--- config.mk ---
export PLATFORM = sky130hd
export DESIGN_NAME = gate_graph_cost
export DESIGN_NICKNAME = d
export VERILOG_FILES = /design/src/rtl/gcost_pkg.sv /design/src/rtl/gcost_seq.sv /design/src/rtl/gcost_mark.sv /design/src/rtl/gcost_acc.sv /design/src/rtl/gate_graph_cost.sv
export SDC_FILE = /design/constraint.sdc
export NUM_CORES = 1
export LEC_CHECK = 0
export BUFFER_PORTS_ARGS = -buffer_cell sky130_fd_sc_hd__buf_2
export CAP_MARGIN = 0
export CORE_ASPECT_RATIO = 1.4
export CORE_MARGIN = 3
export CORE_UTILIZATION = 51
export CTS_BUF_LIST = sky130_fd_sc_hd__clkbuf_2 sky130_fd_sc_hd__clkbuf_4 sky130_fd_sc_hd__clkbuf_8
export CTS_CLUSTER_SIZE = 10
export DETAILED_ROUTE_END_ITERATION = 8
export GPL_TIMING_DRIVEN = 0
export PLACE_DENSITY = 0.67
export SYNTH_ARGS = -nofsm -noshare
export SYNTH_HDL_FRONTEND = slang
export SYNTH_SLANG_ARGS = --single-unit
--- constraint.sdc ---
create_clock -name clk -period 6.84 [get_ports clk]
set_input_delay 0.684 -clock clk [delete_from_list [all_inputs] [get_ports clk]]
set_output_delay 0.684 -clock clk [all_outputs]
set_load 0.02 [all_outputs]
--- src/rtl/gcost_pkg.sv ---
package gcost_pkg;

  typedef enum logic [2:0] {
    PH_IDLE,
    PH_OUTM,
    PH_REV,
    PH_FWD,
    PH_OUTD,
    PH_DONE
  } gcost_phase_e;

  // codes 6 and 7 both denote an inverter
  function automatic logic is_inv(input logic [2:0] fn);
    return fn[2] & fn[1];
  endfunction

  function automatic logic [3:0] gate_cost(input logic [2:0] fn);
    logic [3:0] c;
    case (fn)
      3'd0, 3'd1: c = 4'd6;
      3'd2, 3'd3: c = 4'd4;
      3'd4, 3'd5: c = 4'd12;
      default:    c = 4'd2;
    endcase
    return c;
  endfunction

endpackage

--- src/rtl/gcost_seq.sv ---
module gcost_seq
  import gcost_pkg::*;
#(
  parameter int N_NODES = 16,
  parameter int N_OUT   = 4,
  parameter int AW      = 5
) (
  input  logic          clk,
  input  logic          rst_n,
  input  logic          start,
  output gcost_phase_e  phase,
  output logic [AW-1:0] idx,
  output logic [AW-1:0] rd_addr,
  output logic          accept,
  output logic          done
);

  always_comb begin
    accept  = start && (phase == PH_IDLE || phase == PH_DONE);
    done    = (phase == PH_DONE);
    rd_addr = (phase == PH_OUTM || phase == PH_OUTD) ? (AW'(N_NODES) + idx) : idx;
  end

  always_ff @(posedge clk or negedge rst_n) begin
    if (!rst_n) begin
      phase <= PH_IDLE;
      idx   <= '0;
    end else begin
      case (phase)
        PH_IDLE, PH_DONE: begin
          if (start) begin
            phase <= PH_OUTM;
            idx   <= '0;
          end
        end
        PH_OUTM: begin
          if (idx == AW'(N_OUT - 1)) begin
            phase <= PH_REV;
            idx   <= AW'(N_NODES - 1);
          end else idx <= idx + 1'b1;
        end
        PH_REV: begin
          if (idx == '0) phase <= PH_FWD;
          else idx <= idx - 1'b1;
        end
        PH_FWD: begin
          if (idx == AW'(N_NODES - 1)) begin
            phase <= PH_OUTD;
            idx   <= '0;
          end else idx <= idx + 1'b1;
        end
        PH_OUTD: begin
          if (idx == AW'(N_OUT - 1)) phase <= PH_DONE;
          else idx <= idx + 1'b1;
        end
        default: phase <= PH_IDLE;
      endcase
    end
  end

  p_done_hold_r7: assert property (@(posedge clk) disable iff (!rst_n)
    (done && !start) |=> done);

  p_accept_starts_r6: assert property (@(posedge clk) disable iff (!rst_n)
    accept |=> (phase == PH_OUTM && idx == '0 && !done));

  p_no_restart_r7: assert property (@(posedge clk) disable iff (!rst_n)
    (phase == PH_REV) |=> (phase == PH_REV || phase == PH_FWD));

endmodule

--- src/rtl/gcost_mark.sv ---
module gcost_mark
  import gcost_pkg::*;
#(
  parameter int N_IN = 4,
  parameter int SW   = 5,
  parameter int AW   = 5,
  localparam int NS  = 2 ** SW
) (
  input  logic          clk,
  input  logic          rst_n,
  input  logic          clr,
  input  gcost_phase_e  phase,
  input  logic [AW-1:0] idx,
  input  logic [2:0]    fn,
  input  logic [SW-1:0] src_a,
  input  logic [SW-1:0] src_b,
  output logic [NS-1:0] act
);

  logic [SW-1:0] self_src;
  always_comb self_src = SW'(N_IN) + SW'(idx);

  // entries below N_IN stand for primary inputs; marking them is harmless
  always_ff @(posedge clk or negedge rst_n) begin
    if (!rst_n) begin
      act <= '0;
    end else if (clr) begin
      act <= '0;
    end else if (phase == PH_OUTM) begin
      act[src_b] <= 1'b1;
    end else if (phase == PH_REV && act[self_src]) begin
      act[src_a] <= 1'b1;
      if (!is_inv(fn)) act[src_b] <= 1'b1;
    end
  end

  p_marks_frozen_r1: assert property (@(posedge clk) disable iff (!rst_n)
    (phase == PH_FWD) |=> $stable(act));

  p_marks_grow_r1: assert property (@(posedge clk) disable iff (!rst_n)
    (phase == PH_REV) |=> ((act & $past(act)) == $past(act)));

endmodule

--- src/rtl/gcost_acc.sv ---
module gcost_acc
  import gcost_pkg::*;
#(
  parameter int N_IN    = 4,
  parameter int N_NODES = 16,
  parameter int SW      = 5,
  parameter int AW      = 5,
  localparam int NS     = 2 ** SW,
  localparam int DW     = $clog2(N_NODES + 1),
  localparam int TW     = $clog2(12 * N_NODES + 1)
) (
  input  logic          clk,
  input  logic          rst_n,
  input  logic          clr,
  input  gcost_phase_e  phase,
  input  logic [AW-1:0] idx,
  input  logic [2:0]    fn,
  input  logic [SW-1:0] src_a,
  input  logic [SW-1:0] src_b,
  input  logic [NS-1:0] act,
  output logic [DW-1:0] gates,
  output logic [TW-1:0] trans,
  output logic [DW-1:0] path
);

  logic [DW-1:0] dep [NS];
  logic [SW-1:0] self_src;
  logic [DW-1:0] da, db, nd;

  always_comb begin
    self_src = SW'(N_IN) + SW'(idx);
    da = dep[src_a];
    db = is_inv(fn) ? '0 : dep[src_b];
    nd = DW'(1) + ((da > db) ? da : db);
  end

  // primary-input entries are never written and read as depth 0
  always_ff @(posedge clk or negedge rst_n) begin
    if (!rst_n) begin
      for (int i = 0; i < NS; i++) dep[i] <= '0;
      gates <= '0;
      trans <= '0;
      path  <= '0;
    end else if (clr) begin
      gates <= '0;
      trans <= '0;
      path  <= '0;
    end else if (phase == PH_FWD && act[self_src]) begin
      dep[self_src] <= nd;
      gates <= gates + 1'b1;
      trans <= trans + TW'(gate_cost(fn));
    end else if (phase == PH_OUTD) begin
      if (dep[src_b] > path) path <= dep[src_b];
    end
  end

  p_hold_r7: assert property (@(posedge clk) disable iff (!rst_n)
    (phase == PH_DONE && !clr) |=> ($stable(gates) && $stable(trans) && $stable(path)));

  p_path_le_gates_r4: assert property (@(posedge clk) disable iff (!rst_n)
    (phase == PH_DONE) |-> (path <= gates));

  p_trans_band_r3: assert property (@(posedge clk) disable iff (!rst_n)
    (phase == PH_DONE) |-> ((int'(trans) >= 2 * int'(gates)) && (int'(trans) <= 12 * int'(gates))));

  p_gate_bound_r2: assert property (@(posedge clk) disable iff (!rst_n)
    (phase == PH_DONE) |-> (int'(gates) <= N_NODES));

endmodule

--- src/rtl/gate_graph_cost.sv ---
module gate_graph_cost
  import gcost_pkg::*;
#(
  parameter int N_IN    = 4,
  parameter int N_NODES = 16,
  parameter int N_OUT   = 4,
  localparam int SW     = $clog2(N_IN + N_NODES),
  localparam int AW     = $clog2(N_NODES + N_OUT),
  localparam int WW     = 3 + 2 * SW,
  localparam int DW     = $clog2(N_NODES + 1),
  localparam int TW     = $clog2(12 * N_NODES + 1),
  localparam int NS     = 2 ** SW
) (
  input  logic          clk,
  input  logic          rst_n,
  input  logic          start,
  output logic [AW-1:0] rd_addr,
  input  logic [WW-1:0] rd_data,
  output logic          done,
  output logic [DW-1:0] gate_cnt,
  output logic [TW-1:0] trans_cnt,
  output logic [DW-1:0] path_len
);

  gcost_phase_e  phase;
  logic [AW-1:0] idx;
  logic          accept;
  logic [2:0]    fn;
  logic [SW-1:0] src_a, src_b;
  logic [NS-1:0] act;

  always_comb begin
    fn    = rd_data[WW-1 -: 3];
    src_a = rd_data[2*SW-1 -: SW];
    src_b = rd_data[SW-1:0];
  end

  gcost_seq #(.N_NODES(N_NODES), .N_OUT(N_OUT), .AW(AW)) u_seq (
    .clk(clk), .rst_n(rst_n), .start(start), .phase(phase), .idx(idx),
    .rd_addr(rd_addr), .accept(accept), .done(done)
  );

  gcost_mark #(.N_IN(N_IN), .SW(SW), .AW(AW)) u_mark (
    .clk(clk), .rst_n(rst_n), .clr(accept), .phase(phase), .idx(idx),
    .fn(fn), .src_a(src_a), .src_b(src_b), .act(act)
  );

  gcost_acc #(.N_IN(N_IN), .N_NODES(N_NODES), .SW(SW), .AW(AW)) u_acc (
    .clk(clk), .rst_n(rst_n), .clr(accept), .phase(phase), .idx(idx),
    .fn(fn), .src_a(src_a), .src_b(src_b), .act(act),
    .gates(gate_cnt), .trans(trans_cnt), .path(path_len)
  );

endmodule

# Word-level counts from Yosys, hierarchy flattened
# Index checks and enable logic that the tools add are counted.
# op_classes
addsub	7
order_cmp	11
eq_ne	20
muxes	45
n_bitwise	8
n_reduce_logical	24
# ops
cell	count
$bwmux W160	1
$mux W32	4
$or A32 B32 Y32	3
$mux W5	19
$bmux W5 S5	2
$demux W5 S5	1
$pmux W5 S5	1
$ge A6 B6 Y1 const B	3
$lt A5 B6 Y1 const B	3
$not A5 Y6	3
$mux W8	2
$ne A2 B2 Y1 const B	8
$mux W3	5
$pmux W3 S5	1
$eq A3 B2 Y1 const B	4
$eq A3 B3 Y1 const B	4
$pmux W4 S3	1
$add A5 B1 Y5 const B	2
$demux W1 S5	2
$ge A5 B1 Y1 const B	2
$gt A5 B5 Y1	2
$add A8 B4 Y8	1
$mux W4	2
$reduce_or A2 Y1	4
other kinds (23)	35
# totals
reg_bits	218
inputBits	16
output_inout_bits	24
wordCells	153

# Logic depth before layout (Yosys ltp)
# Gate-level depths: netlist of the first run.
# depth
ltp_word	10
ltp_mapped	27

# Hierarchy
# A second synthesis of the first run with hierarchy kept.
# hier_totals
hier_cells	1257
area_unflattened_um2	13276.5
# by_module_without_submodules
module	instances	cells_each	area_each_um2
gcost_acc	1	949	10432.5
gcost_mark	1	195	1966.9
gcost_seq	1	113	877.1

# Worst setup path before layout of the first run
# OpenSTA, ideal clock, no wires.
# synth_timing
path_type	input-to-reg
start	input rd_data[5]
end	register u_acc.dep[59] (netlist name)
setup_ps	142
arrival_time_ps	5186
t_required_ps	6698
slack_ps	1511
stages	23
path_buffers	7
cell_sequence	buf_2 > buf_4 > buf_2 > mux4_2 > a22oi_1 > nand4_1 > ha_1 > nor2b_1 > o21ai_0 > nand2b_1 > a211o_1 > and2_1 > buf_2 > mux2i_1 > buf_2 > inv_1 > clkbuf_1 > ha_1 > inv_1 > or3b_4 > xnor2_4 > buf_6 > a21oi_1
# synth_between
elab_chain_cells	8
# synth_rtl
item	line	rtl
start, declared	gate_graph_cost.sv:18	input logic [WW-1:0] rd_data,
$not A5 Y6 (not written as such) *	gcost_acc.sv:32	da = dep[src_a];
$bmux W5 S5 *	gcost_acc.sv:32	
$mux W5 (not written as such) * (2 in series)	gcost_acc.sv:32	
$gt A5 B5 Y1	gcost_acc.sv:34	nd = DW'(1) + ((da > db) ? da : db);
$mux W5 *	gcost_acc.sv:34	
$add A1 B5 Y5 *	gcost_acc.sv:34	
$bwmux W160 *	gcost_acc.sv:49	dep[self_src] <= nd;
end signal, assigned by index	gcost_acc.sv:49	
end, declared	gcost_acc.sv:26	logic [DW-1:0] dep [NS];
# Every way passes the cells marked *; elsewhere a longest branch is shown, timed or not. The select of a mux whose other input is x is not followed.
# A chain may end at the register's enable or synchronous reset.

# Worst setup path in the final report of the first run
# layout_timing
start	input rd_data[1]
end	register u_acc.dep[122] (netlist name)
# layout_between
elab_chain_cells	9
# layout_rtl
item	line	rtl
$not A5 Y6 (not written as such) *	gcost_acc.sv:33	db = is_inv(fn) ? '0 : dep[src_b];
$bmux W5 S5 *	gcost_acc.sv:33	
$mux W5 (not written as such) * (2 in series)	gcost_acc.sv:33	
$mux W5 *	gcost_acc.sv:33	
$gt A5 B5 Y1	gcost_acc.sv:34	
$mux W5 *	gcost_acc.sv:34	
$add A1 B5 Y5 *	gcost_acc.sv:34	
$bwmux W160 *	gcost_acc.sv:49	
# Marks and branches as above.

==> metrics, run 1 <==
status=finished, final reports clean; NetSw=2.04 mW; Starting DRT DRC Count=1102; slew margin rel.=roughly 30%; Port-buffer cells=33; ANT cells=0; CTS tree=done; Die X=137 um; CP endpoint kind=flop; cells on worst reg2reg path=20; initial antenna violation count=0; Final Setup Violations=0; Crit path largest cell delay=about 0.57 ns; Fin. Hold Viols=0; Max Cap Viol=0; Max Slew Vio Count=0; fin crit share=between 90% and 100%; crit path time final=6.71 ns; crit path DAT=approximately 7.1 ns; WP data required=7.22 ns; first-pass GRT wire length=59500 um; share of layout cells above drive strength 1=roughly 22%; post-route setup TNS=0 ns; Pleak=approximately 6 nW; worst reg-to-reg setup slack=0.87 ns; Async SR Flop Fraction=100%; hpwl dp=28900 um; Primary FF master, synth=dfrtp_1; area grow syn2layout=11.1%; Std-Cell Rows=66; Die Height=between 150 and 200 um; crit path launch type=primary input; total routed wirelength=slightly below 40000 um; pwr dens=370 nW/um2; crit-path max FO=10; GR Overflow Total=0; Max VDD drop=0.249 mV; clk_skew=between 0.02 and 0.025 ns; syn avg cell area=10.5 um2; clock transition at the registers of the reported paths=0.06 ns; CTS max path bufs=3; cell family with most CP delay=buffers and inverters; Detail Route Antenna Nets=0; RD Place Congestion=0.988; FF-to-FF End=u_acc.dep[122]; vias in the first global route=10000; number of synthesized register bits=217; final instance area=between 10000 and 15000 um2; dpl cell area=12900 um2; CTS Hold Bufs=0; largest net degree at the start of global routing=91; WP buf/inv=11; Syn Nets=1216; Comb power frac=39.2%; Clk pwr share=roughly a quarter; P_int=approximately 3.0 mW; Nets=1290; RSZ-0062 raised after global routing=false; IO Pins=40; Worst path slowest cell=clkbuf_1; via count=9942; most frequent cell after synthesis=dfrtp_1; vias per cell=6.30; CTS Sinks=217; Ys Warns=0; GRT Total Usage=between 30% and 40%; Hold WS=around 0.051 ns; Post-CTS Setup Bufs=0; Worst-Margin Slew=1.05 ns; synth top area cells=dfrtp_1 (44%), mux4_2 (12%), mux2_2 (4.7%); post-synth top area share=44.1%; clock latency on the worst-skew pair=0.54 ns; drt wl/cell=25.0 um; critical path class=in -> reg; synth cell count leaders=dfrtp_1 (217), nand2_1 (121), nor2_1 (119); Flop pwr share=36.9%; switching part of the total=around 40%; CTS Root Cell=clkbuf_8; # DRC=0; count of different cell masters after synthesis=58; power after layout=between 5 and 6 mW; H-tree level count=2; Max Clock Freq=149 MHz; Seq/Total Area, Yosys=between 40 and 50%; CORE AREA=23500 um2; cells after synthesis=between 1000 and 1500; post-synth top area cell=dfrtp_1; First-pass DRT Iterations=6; die area=around 26000 um2; Post-synth EDFFs=0; synthesized cell area=12300 um2; CTS Buf Count=38; Initial Util=52.3%; FF-to-FF Start=u_acc.dep[1]; worst min-delay path category=in -> async
## cells in the final DEF, fill, tap and decap left out, drive strengths merged, types with 2 or more instances in the layout
master	n
o31ai	2
a221oi	8
a22oi	31
xnor2	10
or3b	3
a211oi	2
mux4	66
and3	3
or3	6
ha	24
mux2i	56
nor3	9
mux2	51
buf	78
and4	2
nor2	131
a21oi	110
o21ai	77
nand3b	4
inv	26
o22ai	36
and2	9
nor2b	13
dfrtp	217
clkbuf	93
a32oi	2
nand3	20
or2	5
nor3b	2
xor2	8
nand2	132
a31oi	4
nand2b	12
nand4	5
o21a	2
## repair_timing
action                     CTS  global route
setup endpoints to repair   57            26
cloned                       0             0
gates resized for setup      0             2
## flip-flops by register name, indices dropped and copies added, names as in the netlist
name and flops:
u_acc.dep 160, u_acc.gates 5, u_acc.path 5, u_acc.trans 7
u_mark.act 32, u_seq.idx 5, u_seq.phase 3
## logic make-up (layout without fill, tap and decap cells)
logic type	count (synthesis)	count (layout)	synth area share, %
buf+inv	103	199	4.18
simple gates	358	358	13.3
other cells	1	1	0.0305
fa+ha+maj	25	25	2.60
xor+xnor	18	18	1.43
mux	173	173	21.3
compound gates	280	280	13.0
flops	217	217	44.1
## worst max path at each step
| stage | start | to | slack [ns] | cells past startpoint |
|---|---|---|---|---|
| after detailed placement | rd_data[0] | u_acc.dep[112] | -0.77 | 23 |
| after global placement | rd_data[0] | u_acc.dep[87] | -0.76 | 23 |
| final | rd_data[1] | u_acc.dep[122] | 0.13 | 25 |
| after CTS | rd_data[6] | u_acc.dep[122] | 0.25 | 22 |
| after floorplan | rd_data[5] | u_acc.dep[59] | 1.51 | 23 |
| after global routing | rd_data[1] | u_acc.dep[102] | 0.009 | 25 |
## area by class of cell
type	instances	area, um2
Sequential cell	217	5430
Clock buffer	60	738
Multi-Input combinational cell	855	6370
Fill cell	2012	9860
Buffer	76	414
Clock inverter	2	12.5
Inverter	26	97.6
Tap cell	306	383
Timing Repair Buffer	35	230
## routing by layer
layer | share of wire [%] | GRT usage, % | vias up
met1 | 36 | 35.9 | 4892
met5 | 0 | 0 | -
met2 | 49 | 51.0 | 479
li1 | - | - | 4397
met4 | 8.4 | 20.9 | 0
met3 | 6.8 | 5.45 | 174
## power groups by stage
stage	clock network [mW]	registers, mW	logic (mW)
after global routing	1.28	1.90	2.15
after detailed placement	0	1.88	1.96
after floorplan	0	1.82	1.36
after global placement	0	1.86	1.92
final	1.21	1.87	1.98
after CTS	1.23	1.86	1.97
## metrics by stage
stage	worst slack [ns]	util, %	cells
final	0.126	58.1	1577
after global routing	0.00859	58.1	1577
after CTS	0.247	58.1	1577
after detailed placement	-0.773	54.9	1516
after global placement	-0.758	54.7	1514
after floorplan	1.51	-	1175
No activity file was read; power rests on OpenSTA's default activity.
==> run 2: changes to the inputs <==
--- a/config.mk
+++ b/config.mk
@@ -15,6 +15,7 @@
 export DETAILED_ROUTE_END_ITERATION = 8
 export GPL_TIMING_DRIVEN = 0
 export PLACE_DENSITY = 0.67
+export RECOVER_POWER = 100
 export SYNTH_ARGS = -nofsm -noshare
 export SYNTH_HDL_FRONTEND = slang
 export SYNTH_SLANG_ARGS = --single-unit
==> run 2 against run 1 <==
Setup slack got worse by 0.0080 ns. Sequential power barely moved. Routed wire length barely moved. Sequential share of layout area increased by 0.32 points. First-iteration DRC count shrank 9.8%. Non-clock buffer count unchanged. Combinational power is 2% lower. Maximum frequency down 0.12%. The flow now finishes with violations (max-capacitance violations, max-slew violations). Worst hold slack gained 0.44 ns. Count of clock-buffer cells in the layout unchanged. Clock skew is 0.0031 ns lower. Global-route usage did not move.
==> metrics, run 2 (synthesis results as in run 1) <==
pwr dens=roughly 370 nW/um2; final instance area=13600 um2; CTS Root Cell=clkbuf_8; crit-path max FO=10; GR Util met3=under 10%; vias per cell=6.31; crit path launch type=primary input; slew margin rel.=-70.1%; H-tree level count=2; hpwl dp=28900 um; CTS tree=done; initial antenna violation count=0; Pleak=roughly 5.8 nW; via count=9946; fin crit share=98.3%; CORE AREA=between 20000 and 25000 um2; clock latency on the worst-skew pair=0.54 ns; area grow syn2layout=10.2%; fin cells=1577; Max Slew Vio Count=131; status=complete, but fails checks; CTS Hold Bufs=0; first-pass GRT wire length=59500 um; met2 GRT Util=51.0%; Port-buffer cells=33; largest net degree at the start of global routing=91; # DRC=0; critical path class=in -> reg; ANT cells=0; clk_skew=approximately 0.018 ns; Std-Cell Rows=between 60 and 70; GR Overflow Total=0; Fin. Hold Viols=0; global route hottest layer=met2; RSZ-0062 raised after global routing=false; CTS Buf Count=38; Die Height=190 um; crit path DAT=7.10 ns; First-pass DRT Iterations=5; Starting DRT DRC Count=994; clock transition at the registers of the reported paths=0.05 ns; Worst-Margin Slew=2.55 ns; Max Cap Viol=2; CTS max path bufs=3; WP data required=7.22 ns; commonest non-fill, non-tap cells in the layout=dfrtp_1 (217), nand2_1 (121), nor2_1 (119), a21oi_1 (109), o21ai_0 (76); IO Pins=40; RD Place Congestion=0.988; DP Cell Count=1516; max reg flops=160; post-route setup TNS=0 ns; Regs by FF count=u_acc.dep (160), u_mark.act (32), u_acc.trans (7); worst min-delay path category=reg -> reg; Die X=around 140 um; Most flops, register=u_acc.dep; CP endpoint kind=flop; GRT Total Usage=30.7%; CTS Sinks=217; Nets=1290; Final Util=57.6%; most common cell after layout, fill and taps aside=dfrtp_1; Max Clock Freq=approximately 150 MHz; die area=between 20000 and 30000 um2; vias in the first global route=10000; share of layout cells above drive strength 1=20.2%; GRT met1 Usage=35.9%; total routed wirelength=39400 um; Max VDD drop=0.237 mV; Detail Route Antenna Nets=0; drt wl/cell=approximately 25 um; crit path time final=6.72 ns; Initial Util=between 50% and 60%; Final Setup Violations=0; dpl cell area=12900 um2; failing checks=max-capacitance violations, max-slew violations
[run 2: cell types whose count changed in the layout (fill, tap and decap cells not counted), sizes merged]
cell / previous run / this run
clkbuf: 93 / 127
buf: 78 / 44
[run 2: metrics by stage]
stage / power (mW) / hold WS, ns / setup WS (ns)
6_report: 5.02 / 0.493 / 0.118
5_1_grt: 5.30 / 0.514 / 0.0125
4_1_cts: 5.05 / 0.0561 / 0.247
3_5_place_dp: 3.84 / 0.485 / -0.773
3_3_place_gp: 3.78 / 0.474 / -0.758
2_1_floorplan: 3.17 / 0.388 / 1.51
[run 2: layout make-up]
class,instances,area [um2]
Fill cell,2039,9970
Inverter,26,97.6
Buffer,76,388
Sequential cell,217,5430
Clock buffer,60,738
Timing Repair Buffer,35,150
Clock inverter,2,12.5
Multi-Input combinational cell,855,6370
Tap cell,306,383
[run 2: metal layers]
layer | routed length (um) | vias up | share of wire, %
met5 | 0 | - | 0
met4 | 3410 | 0 | 8.7
met3 | 2740 | 179 | 7.0
met2 | 19100 | 507 | 48
met1 | 14200 | 4863 | 36
li1 | - | 4397 | -
[run 2: path summary, 6_finish.rpt]
check | slack, ns | to | cells past startpoint | start
min in group asynchronous | 0.94 | u_acc.gates[3] | 1 | rst_n
min | 0.49 | u_mark.act[19] | 2 | u_mark.act[19]
max in group asynchronous | 1.70 | u_acc.dep[94] | 3 | rst_n
min reg2reg | 0.49 | u_mark.act[19] | 2 | u_mark.act[19]
max reg2reg | 0.86 | u_acc.dep[129] | 21 | u_acc.dep[1]
max | 0.12 | u_acc.dep[129] | 26 | rd_data[1]
[run 2: what timing repair did]
action,4_1_cts,5_1_grt
resized for setup,0,2
buffers inserted,0,0
setup endpoints to repair,57,26
pin swaps,0,0
[run 2: worst max-delay path: stages]
cell and delay, ns:
buf_6 0.12, buf_6 0.20, buf_6 0.22, buf_4 0.27
buf_4 0.28, mux4_2 0.34, o21ai_0 0.46, nand4_1 0.42
nand2_1 0.22, ha_1 0.26, nor2b_1 0.13, o21ai_0 0.15
nand2b_1 0.07, a211o_1 0.30, and2_1 0.13, buf_2 0.17
mux2i_1 0.18, buf_2 0.23, inv_1 0.18, clkbuf_1 0.41
ha_1 0.26, inv_1 0.06, or3b_1 0.46, xnor2_4 0.29
clkbuf_2 0.38, o21ai_0 0.17
[run 2: report_power, final]
part | total, mW | switching, mW | internal (mW)
logic | 1.94 | 1.24 | 0.707
registers | 1.87 | 0.264 | 1.61
clock network | 1.21 | 0.534 | 0.678
total | 5.02 | 2.03 | 2.99
